$ cat src/rtl/pci_cfg_pkg.sv
package pci_cfg_pkg;
  typedef enum logic [1:0] {
    CMD_CFG_RD  = 2'd0,
    CMD_CFG_WR  = 2'd1,
    CMD_SPECIAL = 2'd2
  } bus_cmd_e;

  typedef enum logic [1:0] {
    ST_IDLE = 2'd0,
    ST_BUS  = 2'd1,
    ST_RESP = 2'd2
  } seq_st_e;

  localparam logic [31:0] SPECIAL_KEY = 32'h8000_FF00;
  localparam int unsigned AD_SEL_LINES = 16;
endpackage

$ cat src/rtl/cfg_addr_gen.sv
module cfg_addr_gen
  import pci_cfg_pkg::*;
#(
  parameter int unsigned DEV_SEL_N = AD_SEL_LINES
) (
  input  logic [23:2] cfg_addr_i,
  output logic [31:0] ad_o,
  output logic        type1_o
);
  logic [7:0]              bus_num;
  logic [4:0]              dev_num;
  logic [AD_SEL_LINES-1:0] dev_sel;

  assign bus_num = cfg_addr_i[23:16];
  assign dev_num = cfg_addr_i[15:11];
  assign type1_o = (bus_num != 8'd0);

  // one select line per device; devices past DEV_SEL_N select nothing
  for (genvar g = 0; g < AD_SEL_LINES; g++) begin : g_sel
    if (g < DEV_SEL_N) begin : g_on
      assign dev_sel[g] = (dev_num == 5'(g));
    end else begin : g_off
      assign dev_sel[g] = 1'b0;
    end
  end

  always_comb begin
    if (type1_o) ad_o = {8'h00, cfg_addr_i[23:2], 2'b01};
    else         ad_o = {dev_sel, 5'b00000, cfg_addr_i[10:2], 2'b00};
  end
endmodule

$ cat src/rtl/cfg_seq.sv
module cfg_seq
  import pci_cfg_pkg::*;
#(
  parameter int unsigned DATA_W = 32
) (
  input  logic              clk_i,
  input  logic              rst_ni,
  input  logic              host_req_i,
  input  logic              host_we_i,
  input  logic              host_sel_i,
  input  logic [DATA_W-1:0] host_wdata_i,
  input  logic              cfg_en_i,
  input  logic              special_i,
  input  logic [DATA_W-1:0] addr_rdata_i,
  input  logic              bus_done_i,
  input  logic              bus_abort_i,
  input  logic [DATA_W-1:0] bus_rdata_i,
  output logic              addr_we_o,
  output logic [DATA_W-1:0] host_rdata_o,
  output logic              host_ready_o,
  output logic              host_busy_o,
  output logic              bus_req_o,
  output logic [1:0]        bus_cmd_o,
  output logic [DATA_W-1:0] bus_wdata_o
);
  seq_st_e           st_q;
  bus_cmd_e          cmd_q;
  logic [DATA_W-1:0] wdata_q, rdata_q;
  logic              accept, local_acc;

  assign accept    = host_req_i && (st_q == ST_IDLE);
  assign local_acc = !host_sel_i || !cfg_en_i;
  assign addr_we_o = accept && !host_sel_i && host_we_i;

  always_ff @(posedge clk_i or negedge rst_ni) begin
    if (!rst_ni) begin
      st_q    <= ST_IDLE;
      cmd_q   <= CMD_CFG_RD;
      wdata_q <= '0;
      rdata_q <= '0;
    end else begin
      unique case (st_q)
        ST_IDLE: if (accept) begin
          if (local_acc) begin
            rdata_q <= (!host_sel_i && !host_we_i) ? addr_rdata_i : '0;
            st_q    <= ST_RESP;
          end else begin
            cmd_q   <= !host_we_i ? CMD_CFG_RD : (special_i ? CMD_SPECIAL : CMD_CFG_WR);
            wdata_q <= host_wdata_i;
            st_q    <= ST_BUS;
          end
        end
        ST_BUS: if (bus_done_i) begin
          // master abort is absorbed: reads see zero
          rdata_q <= (cmd_q == CMD_CFG_RD && !bus_abort_i) ? bus_rdata_i : '0;
          st_q    <= ST_RESP;
        end
        default: st_q <= ST_IDLE;
      endcase
    end
  end

  assign bus_req_o    = (st_q == ST_BUS);
  assign host_ready_o = (st_q == ST_RESP);
  assign host_busy_o  = (st_q != ST_IDLE);
  assign bus_cmd_o    = cmd_q;
  assign bus_wdata_o  = wdata_q;
  assign host_rdata_o = rdata_q;


  req_hold_chk: assert property (@(posedge clk_i) disable iff (!rst_ni)
    (bus_req_o && !bus_done_i) |=> (bus_req_o && $stable(bus_cmd_o) && $stable(bus_wdata_o)));

  done_ready_chk: assert property (@(posedge clk_i) disable iff (!rst_ni)
    (bus_req_o && bus_done_i) |=> (host_ready_o && !bus_req_o));

  ready_pulse_chk: assert property (@(posedge clk_i) disable iff (!rst_ni)
    host_ready_o |=> !host_ready_o);

  abort_zero_chk: assert property (@(posedge clk_i) disable iff (!rst_ni)
    (bus_req_o && bus_done_i && bus_abort_i && bus_cmd_o == 2'd0) |=> (host_rdata_o == '0));
endmodule

$ cat src/rtl/pci_cfg_xlat.sv
module pci_cfg_xlat
  import pci_cfg_pkg::*;
#(
  parameter int unsigned DEV_SEL_N = AD_SEL_LINES
) (
  input  logic        clk_i,
  input  logic        rst_ni,
  input  logic        host_req_i,
  input  logic        host_we_i,
  input  logic        host_sel_i,
  input  logic [31:0] host_wdata_i,
  output logic [31:0] host_rdata_o,
  output logic        host_ready_o,
  output logic        host_busy_o,
  output logic        bus_req_o,
  output logic [1:0]  bus_cmd_o,
  output logic [31:0] bus_addr_o,
  output logic [31:0] bus_wdata_o,
  input  logic        bus_done_i,
  input  logic        bus_abort_i,
  input  logic [31:0] bus_rdata_i
);
  logic [31:0] addr_q, ad;
  logic        addr_we, type1;

  always_ff @(posedge clk_i or negedge rst_ni) begin
    if (!rst_ni)      addr_q <= '0;
    else if (addr_we) addr_q <= host_wdata_i;
  end

  cfg_addr_gen #(.DEV_SEL_N(DEV_SEL_N)) u_addr_gen (
    .cfg_addr_i (addr_q[23:2]),
    .ad_o       (ad),
    .type1_o    (type1)
  );

  cfg_seq #(.DATA_W(32)) u_seq (
    .clk_i        (clk_i),
    .rst_ni       (rst_ni),
    .host_req_i   (host_req_i),
    .host_we_i    (host_we_i),
    .host_sel_i   (host_sel_i),
    .host_wdata_i (host_wdata_i),
    .cfg_en_i     (addr_q[31]),
    .special_i    (addr_q == SPECIAL_KEY),
    .addr_rdata_i (addr_q),
    .bus_done_i   (bus_done_i),
    .bus_abort_i  (bus_abort_i),
    .bus_rdata_i  (bus_rdata_i),
    .addr_we_o    (addr_we),
    .host_rdata_o (host_rdata_o),
    .host_ready_o (host_ready_o),
    .host_busy_o  (host_busy_o),
    .bus_req_o    (bus_req_o),
    .bus_cmd_o    (bus_cmd_o),
    .bus_wdata_o  (bus_wdata_o)
  );

  assign bus_addr_o = (bus_cmd_o == 2'd2) ? '0 : ad;


  type0_sel_chk: assert property (@(posedge clk_i) disable iff (!rst_ni)
    (bus_req_o && !type1 && bus_cmd_o != 2'd2) |-> ($onehot0(bus_addr_o[31:16]) && bus_addr_o[15:11] == 5'd0 && bus_addr_o[1:0] == 2'b00));

  disabled_chk: assert property (@(posedge clk_i) disable iff (!rst_ni)
    (host_req_i && !host_busy_o && host_sel_i && !addr_q[31]) |=> !bus_req_o);

  busy_ignore_chk: assert property (@(posedge clk_i) disable iff (!rst_ni)
    (host_busy_o && !host_ready_o) |=> $stable(addr_q));
endmodule

$ cat config.mk
export PLATFORM = sky130hd
export DESIGN_NAME = pci_cfg_xlat
export DESIGN_NICKNAME = d
export VERILOG_FILES = /design/src/rtl/pci_cfg_pkg.sv /design/src/rtl/cfg_addr_gen.sv /design/src/rtl/cfg_seq.sv /design/src/rtl/pci_cfg_xlat.sv
export SDC_FILE = /design/constraint.sdc
export NUM_CORES = 1
export LEC_CHECK = 0
export BUFFER_PORTS_ARGS = -buffer_cell sky130_fd_sc_hd__buf_2
export CAP_MARGIN = 20
export CORE_ASPECT_RATIO = 2
export CORE_MARGIN = 1.5
export CORE_UTILIZATION = 49
export CTS_CLUSTER_SIZE = 30
export DETAILED_ROUTE_END_ITERATION = 10
export PLACE_DENSITY_LB_ADDON = 0.05
export REMOVE_ABC_BUFFERS = 1
export SLEW_MARGIN = 20
export SYNTH_ARGS = -nofsm -noshare
export SYNTH_HDL_FRONTEND = slang
export SYNTH_SLANG_ARGS = --single-unit
export TNS_END_PERCENT = 50
$ cat constraint.sdc
create_clock -name clk_i -period 1.9 [get_ports clk_i]
set_input_delay 0.285 -clock clk_i [delete_from_list [all_inputs] [get_ports clk_i]]
set_output_delay 0.285 -clock clk_i [all_outputs]
set_load 0.005 [all_outputs]
## After elaboration in Yosys (flattened, before gate mapping)

Index checks and enable logic that the tools add are counted.

| word-level totals | value |
|---|---|
| bits in read-only memories | 0 |
| bits in writable memories | 0 |
| memories kept | 0 |
| bits in latches | 0 |
| bits of input ports | 71 |
| bits in registers | 100 |

| operators by class | value |
|---|---|
| $add $sub $neg | 0 |
| bitwise gates (word level) | 1 |
| shift operators | 0 |
| magnitude comparators | 0 |
| $mul | 0 |
| divide/modulo/power cells | 0 |
| multiplexer cells | 14 |
| equal/unequal tests | 22 |
| reduce and logical (&&, ||, !) cells | 19 |

Operators by type and width:

| cell | number |
|---|---|
| 32-bit two-way mux | 7 |
| 32-bit case mux with 2 select lines | 1 |
| 5-bit by 4-bit == test with 1-bit output, second input constant | 8 |
| 32-bit == test, second input constant | 1 |
| 5-bit by 3-bit == test with 1-bit output, second input constant | 4 |
| 5-bit by 2-bit == test with 1-bit output, second input constant | 2 |
| 2-bit two-way mux | 5 |
| 8-bit nonzero test | 1 |
| 2-bit by 1-bit inequality test with 1-bit output, second input constant | 3 |
| 5-bit by 1-bit == test with 1-bit output, second input constant | 1 |
| 1-bit logical AND | 5 |
| 5-bit logical NOT | 1 |
| 2-bit == test, second input constant | 2 |
| 1-bit logical NOT | 4 |
| 2-bit logical NOT | 2 |
| 2-bit case mux with 2 select lines | 1 |
| 4-bit AND reduction | 1 |
| 2-bit nonzero test | 2 |
| 3-bit AND reduction | 1 |
| 2-bit by 1-bit == test with 1-bit output, second input constant | 1 |
| 2-bit AND reduction | 1 |
| 1-bit logical OR | 1 |
| 1-bit NOT | 1 |

## Logic depth before layout (Yosys ltp)

| logic depth | value |
|---|---|
| word-level depth | 6 |
| mapped depth | 6 |

## Modules after synthesis

Synthesis repeated with hierarchy kept, for this count alone.

| second synthesis, totals | value |
|---|---|
| cell total of the unflattened synthesis | 367 |
| area total of the unflattened synthesis | 5,148.7 um^2 |

Modules (own cells, without submodules):

| module | sequential area each (um^2) | area each (um^2) | instances | cells an instance |
|---|---|---|---|---|
| cfg_seq | 1,701.6 | 3,211.8 | 1 | 196 |
| pci_cfg_xlat | 800.8 | 1,503.9 | 1 | 115 |
| cfg_addr_gen | 0.0 | 432.9 | 1 | 56 |

## Worst setup path after synthesis

Ideal clock, no wire load.

| timing | value |
|---|---|
| path type | reg2out |
| start point | register addr_q[19] |
| end point | output port bus_addr_o[19] |
| data required time | 1.615 ns |
| data arrival time | 1.389 ns |
| slack | 0.226 ns |
| cell stages (with the launch flop) | 6 |
| path buffers | 1 |
| path through | dfrtp_1 -> nor4_2 -> and3b_1 -> buf_2 -> and3_1 -> a22o_1 |

| on the way | value |
|---|---|
| word-level cells in the longest chain between the ends | 3 |

Ends and longest elaborated chain:

| element | line | source |
|---|---|---|
| start: declaration | pci_cfg_xlat.sv:23 | `logic [31:0] addr_q, ad;` |
| start signal: assignment | pci_cfg_xlat.sv:28 | `else if (addr_we) addr_q <= host_wdata_i;` |
| 8-bit nonzero test | cfg_addr_gen.sv:16 | `assign type1_o = (bus_num != 8'd0);` |
| 32-bit two-way mux * | cfg_addr_gen.sv:28 | `if (type1_o) ad_o = {8'h00, cfg_addr_i[23:2], 2'b01};` |
| 32-bit two-way mux * | pci_cfg_xlat.sv:59 | `assign bus_addr_o = (bus_cmd_o == 2'd2) ? '0 : ad;` |
| end: declaration | pci_cfg_xlat.sv:17 | `output logic [31:0] bus_addr_o,` |

Every way passes the cells marked *; elsewhere a longest branch is shown, timed or not.

## Worst setup path in the final report

| timing | value |
|---|---|
| start point | register addr_q[16] |
| end point | output port bus_addr_o[25] |

| on the way | value |
|---|---|
| word-level cells in the longest chain between the ends | 3 |

Ends and longest elaborated chain:

| element | line |
|---|---|
| 8-bit nonzero test | cfg_addr_gen.sv:16 |
| 32-bit two-way mux | cfg_addr_gen.sv:28 |
| 32-bit two-way mux | pci_cfg_xlat.sv:59 |

No other way between the ends.

==> results.sh <==
export IMPL_drtPass1Iterations=4
export IMPL_wl_per_cell_microns=18.0
export IMPL_cpPeakStageDelay_ps=450
export IMPL_cts_root_buffer="clkbuf_16"
export IMPL_syn_avg_cell_area_sq_um=11.3
export IMPL_via_count=3803
export IMPL_async_reset_ff_frac=1.00
export IMPL_grt_setup_unrepaired="true"
export IMPL_grt_ovfl_total=0
export IMPL_clk_pin_slew_ps=70
export IMPL_stdcell_count=697
export IMPL_grt_pass1_wl_microns=20100
export IMPL_finalHoldViolCount=0
export IMPL_rr_worst_depth=5
export IMPL_finalSetupViolCount=21
export IMPL_leakage_uw=0.00321
export IMPL_worst_hold_slack_ps=140
export IMPL_slew_violations=0
export IMPL_synth_yosys_warnings=0
export IMPL_ys_seq_area_frac=0.550
export IMPL_hp_class="input pin to flip-flop"
export IMPL_syn_inst=404
export IMPL_min_path_cells=2
export IMPL_start_util=0.505
export IMPL_wl_met1_microns=4480
export IMPL_drive_above_1_share=0.450
export IMPL_finalCritPeriodShare=1.13
export IMPL_drv_cap=0
export IMPL_synthFlopType="dfrtp_1"
export IMPL_synth_edf_count=0
export IMPL_reg2reg_from="addr_q[27]$_DFFE_PN0P_"
export IMPL_status="complete, but fails checks"
export IMPL_ir_drop_mv=0.927
export IMPL_skew_ps=10.6
export IMPL_fin_ws_ps=-245
export IMPL_critPathLaunchType="flip-flop"
export IMPL_io_buffers=170
export IMPL_worstPathCellList="nor4_4 -> and3b_2 -> buf_6 -> nand3b_1 -> nor2_1 -> buf_2"
export IMPL_track_usage=0.262
export IMPL_met3_length_microns=556
export IMPL_grt_max_degree=43
export IMPL_synth_cell_types=36
export IMPL_cp_required_ps=1620
export IMPL_slowest_stage="dfrtp_2"
export IMPL_cts_path_max_buffers=2
export IMPL_cts_tree="done"
export IMPL_drcViolationCount=0
export IMPL_max_freq_mhz=466
export IMPL_dp_hpwl_microns=9450
export IMPL_critPathMaxFanout=5
export IMPL_placed_cells=678
export IMPL_ant_nets=0
export IMPL_p_per_area_nw_per_um2=1530
export IMPL_insertion_delay_ps=340
export IMPL_violations="setup timing"
export IMPL_cts_buffers=9
export IMPL_antenna_found_initial=0
export IMPL_power_uw=9360
export IMPL_grt_pass1_vias=4021
export IMPL_hp_start="bus_done_i"
export IMPL_first_iter_violations=148
export IMPL_r2r_end="u_seq.bus_cmd_o[1]$_DFFE_PN0P_"
export IMPL_clock_sinks=100
export IMPL_wl_microns=12500
export IMPL_viasPerCell=5.46
export IMPL_place_congestion=0.863
export IMPL_worstSetupPathType="flip-flop to primary output"
export IMPL_syn_area_sq_um=4550
export IMPL_endpoint_kind="primary output"
export IMPL_min_to="u_seq.st_q[0]$_DFFE_PN0P_"
export IMPL_slew_headroom=0.659
export IMPL_max_slew_worst_pin_slew_ps=507
export IMPL_arrival_ps=1860
export IMPL_rows=49
export IMPL_die_w_microns=71.2
export IMPL_dieArea_sq_um=9910
export IMPL_nets=661
export IMPL_die_h_microns=139
export IMPL_num_fill_cells=746
export IMPL_r2r_slack_ps=60
export IMPL_top_layer="met4"
export IMPL_io_pins=172
export IMPL_core_sq_um=9010
export IMPL_htreeDepth=3
export IMPL_areaGrowthSynthToFinish_pct=34.2
export IMPL_ys_ff_latch=100
export IMPL_antenna_cells=0
export IMPL_min_period_ps=2150
export IMPL_wl_met2_microns=7210
layout by cell type (no fill, tap or decap), types with 2 or more instances in the layout:
cell,n
clkbuf_16,9
nand2_1,100
a22o_1,37
o21ai_1,2
buf_4,25
clkbuf_1,2
nand2b_2,2
bufinv_16,2
nand3b_1,5
a21oi_1,3
a21oi_4,2
buf_2,169
and2_1,14
nor4_4,3
nor2b_1,2
nor4b_1,2
mux2_1,32
nor4_1,4
dfrtp_2,2
buf_12,4
dfrtp_1,98
nor2_2,3
nor3_1,2
nand4_1,3
mux2_2,32
buf_6,2
nor2_1,11
state kept, by name, indices dropped and copies added (netlist names):
name,count
u_seq.bus_wdata_o,32
u_seq.bus_cmd_o,2
u_seq.host_rdata_o,32
u_seq.st_q,2
addr_q,32
synth_stat cells (2+ instances only):
cell type | count | share of area
a21oi_1 | 5 | 0.0055
a22o_1 | 37 | 0.071
and2_1 | 14 | 0.019
and3_1 | 2 | 0.0027
buf_2 | 18 | 0.020
clkbuf_1 | 7 | 0.0058
dfrtp_1 | 100 | 0.55
mux2_1 | 32 | 0.079
mux2_2 | 32 | 0.079
nand2_1 | 101 | 0.083
nand2b_1 | 2 | 0.0027
nand3_1 | 2 | 0.0022
nand3b_1 | 5 | 0.0082
nand4_1 | 3 | 0.0041
nor2_1 | 14 | 0.012
nor2b_1 | 2 | 0.0027
nor3_1 | 2 | 0.0022
nor3b_1 | 2 | 0.0033
nor4_1 | 4 | 0.0055
nor4_2 | 2 | 0.0055
nor4b_1 | 2 | 0.0038
o21ai_1 | 2 | 0.0022
metrics by stage:
stage | instance area [sq um] | setup TNS, ps | worst slack (ps) | utilization
6_report | 6110 | -3260 | -245 | 0.678
3_3_place_gp | 5680 | 0 | 125 | 0.630
4_1_cts | 6050 | -2800 | -209 | 0.671
3_5_place_dp | 5680 | 0 | 63.1 | 0.630
2_1_floorplan | 4430 | -22660 | -502 | -
5_1_grt | 6110 | -5350 | -343 | 0.678
layer usage:
metal  up-vias  GRT usage
met3        18     0.0507
met2       125      0.490
li1       1773          -
met5         -          0
met1      1887      0.282
met4         0     0.0963
area by class of cell:
| type | instances | area [sq um] | share of cell area |
|---|---|---|---|
| sequential | 100 | 2500 | 0.410 |
| clock buffer | 11 | 233 | 0.0381 |
| clock inverter | 5 | 85.1 | 0.0139 |
| tap | 102 | 128 | 0.0209 |
| multi-input combinational | 276 | 2000 | 0.328 |
| inverter | 2 | 7.51 | 0.00123 |
| timing repair buffer | 201 | 1150 | 0.188 |
worst max-delay path: cells and delay by family, from the launching register on:
family | cells | cell delay (ps)
DFF | 1 | 450
buffers and inverters | 2 | 250
and+or+nand+nor | 4 | 810
worst max-delay path by stage:
stage / startpoint / to / slack, ps / cells after the start
4_1_cts: addr_q[19]$_DFFE_PN0P_ / bus_addr_o[31] / -210 / 6
3_3_place_gp: addr_q[23]$_DFFE_PN0P_ / bus_addr_o[25] / 120 / 6
5_1_grt: addr_q[16]$_DFFE_PN0P_ / bus_addr_o[31] / -340 / 6
3_5_place_dp: addr_q[19]$_DFFE_PN0P_ / bus_addr_o[25] / 60 / 6
2_1_floorplan: u_seq.st_q[0]$_DFFE_PN0P_ / addr_q[0]$_DFFE_PN0P_ / -500 / 3
6_report: addr_q[16]$_DFFE_PN0P_ / bus_addr_o[25] / -250 / 6
timing repair:
item	4_1_cts	5_1_grt
gates resized for setup	8	13
endpoints found under the setup margin	29	29
pin swaps	2	8
buffers inserted	1	2
hold buffers	1	0
hold endpoints to repair	33	0
cells by family (layout without fill, tap and decap cells):
family          after synthesis  after routing  share of synthesized area
flops                       100            100                      0.550
other cells                   1              1                   0.000824
buf+inv                      28            219                     0.0289
simple gates                166            166                      0.181
compound gates               45             45                     0.0808
mux                          64             64                      0.158
where the power goes:
part	switching [uW]	internal, uW
Sequential	835	3150
Clock	789	1160
Combinational	1550	1870
(Power assumes the default switching activity.)
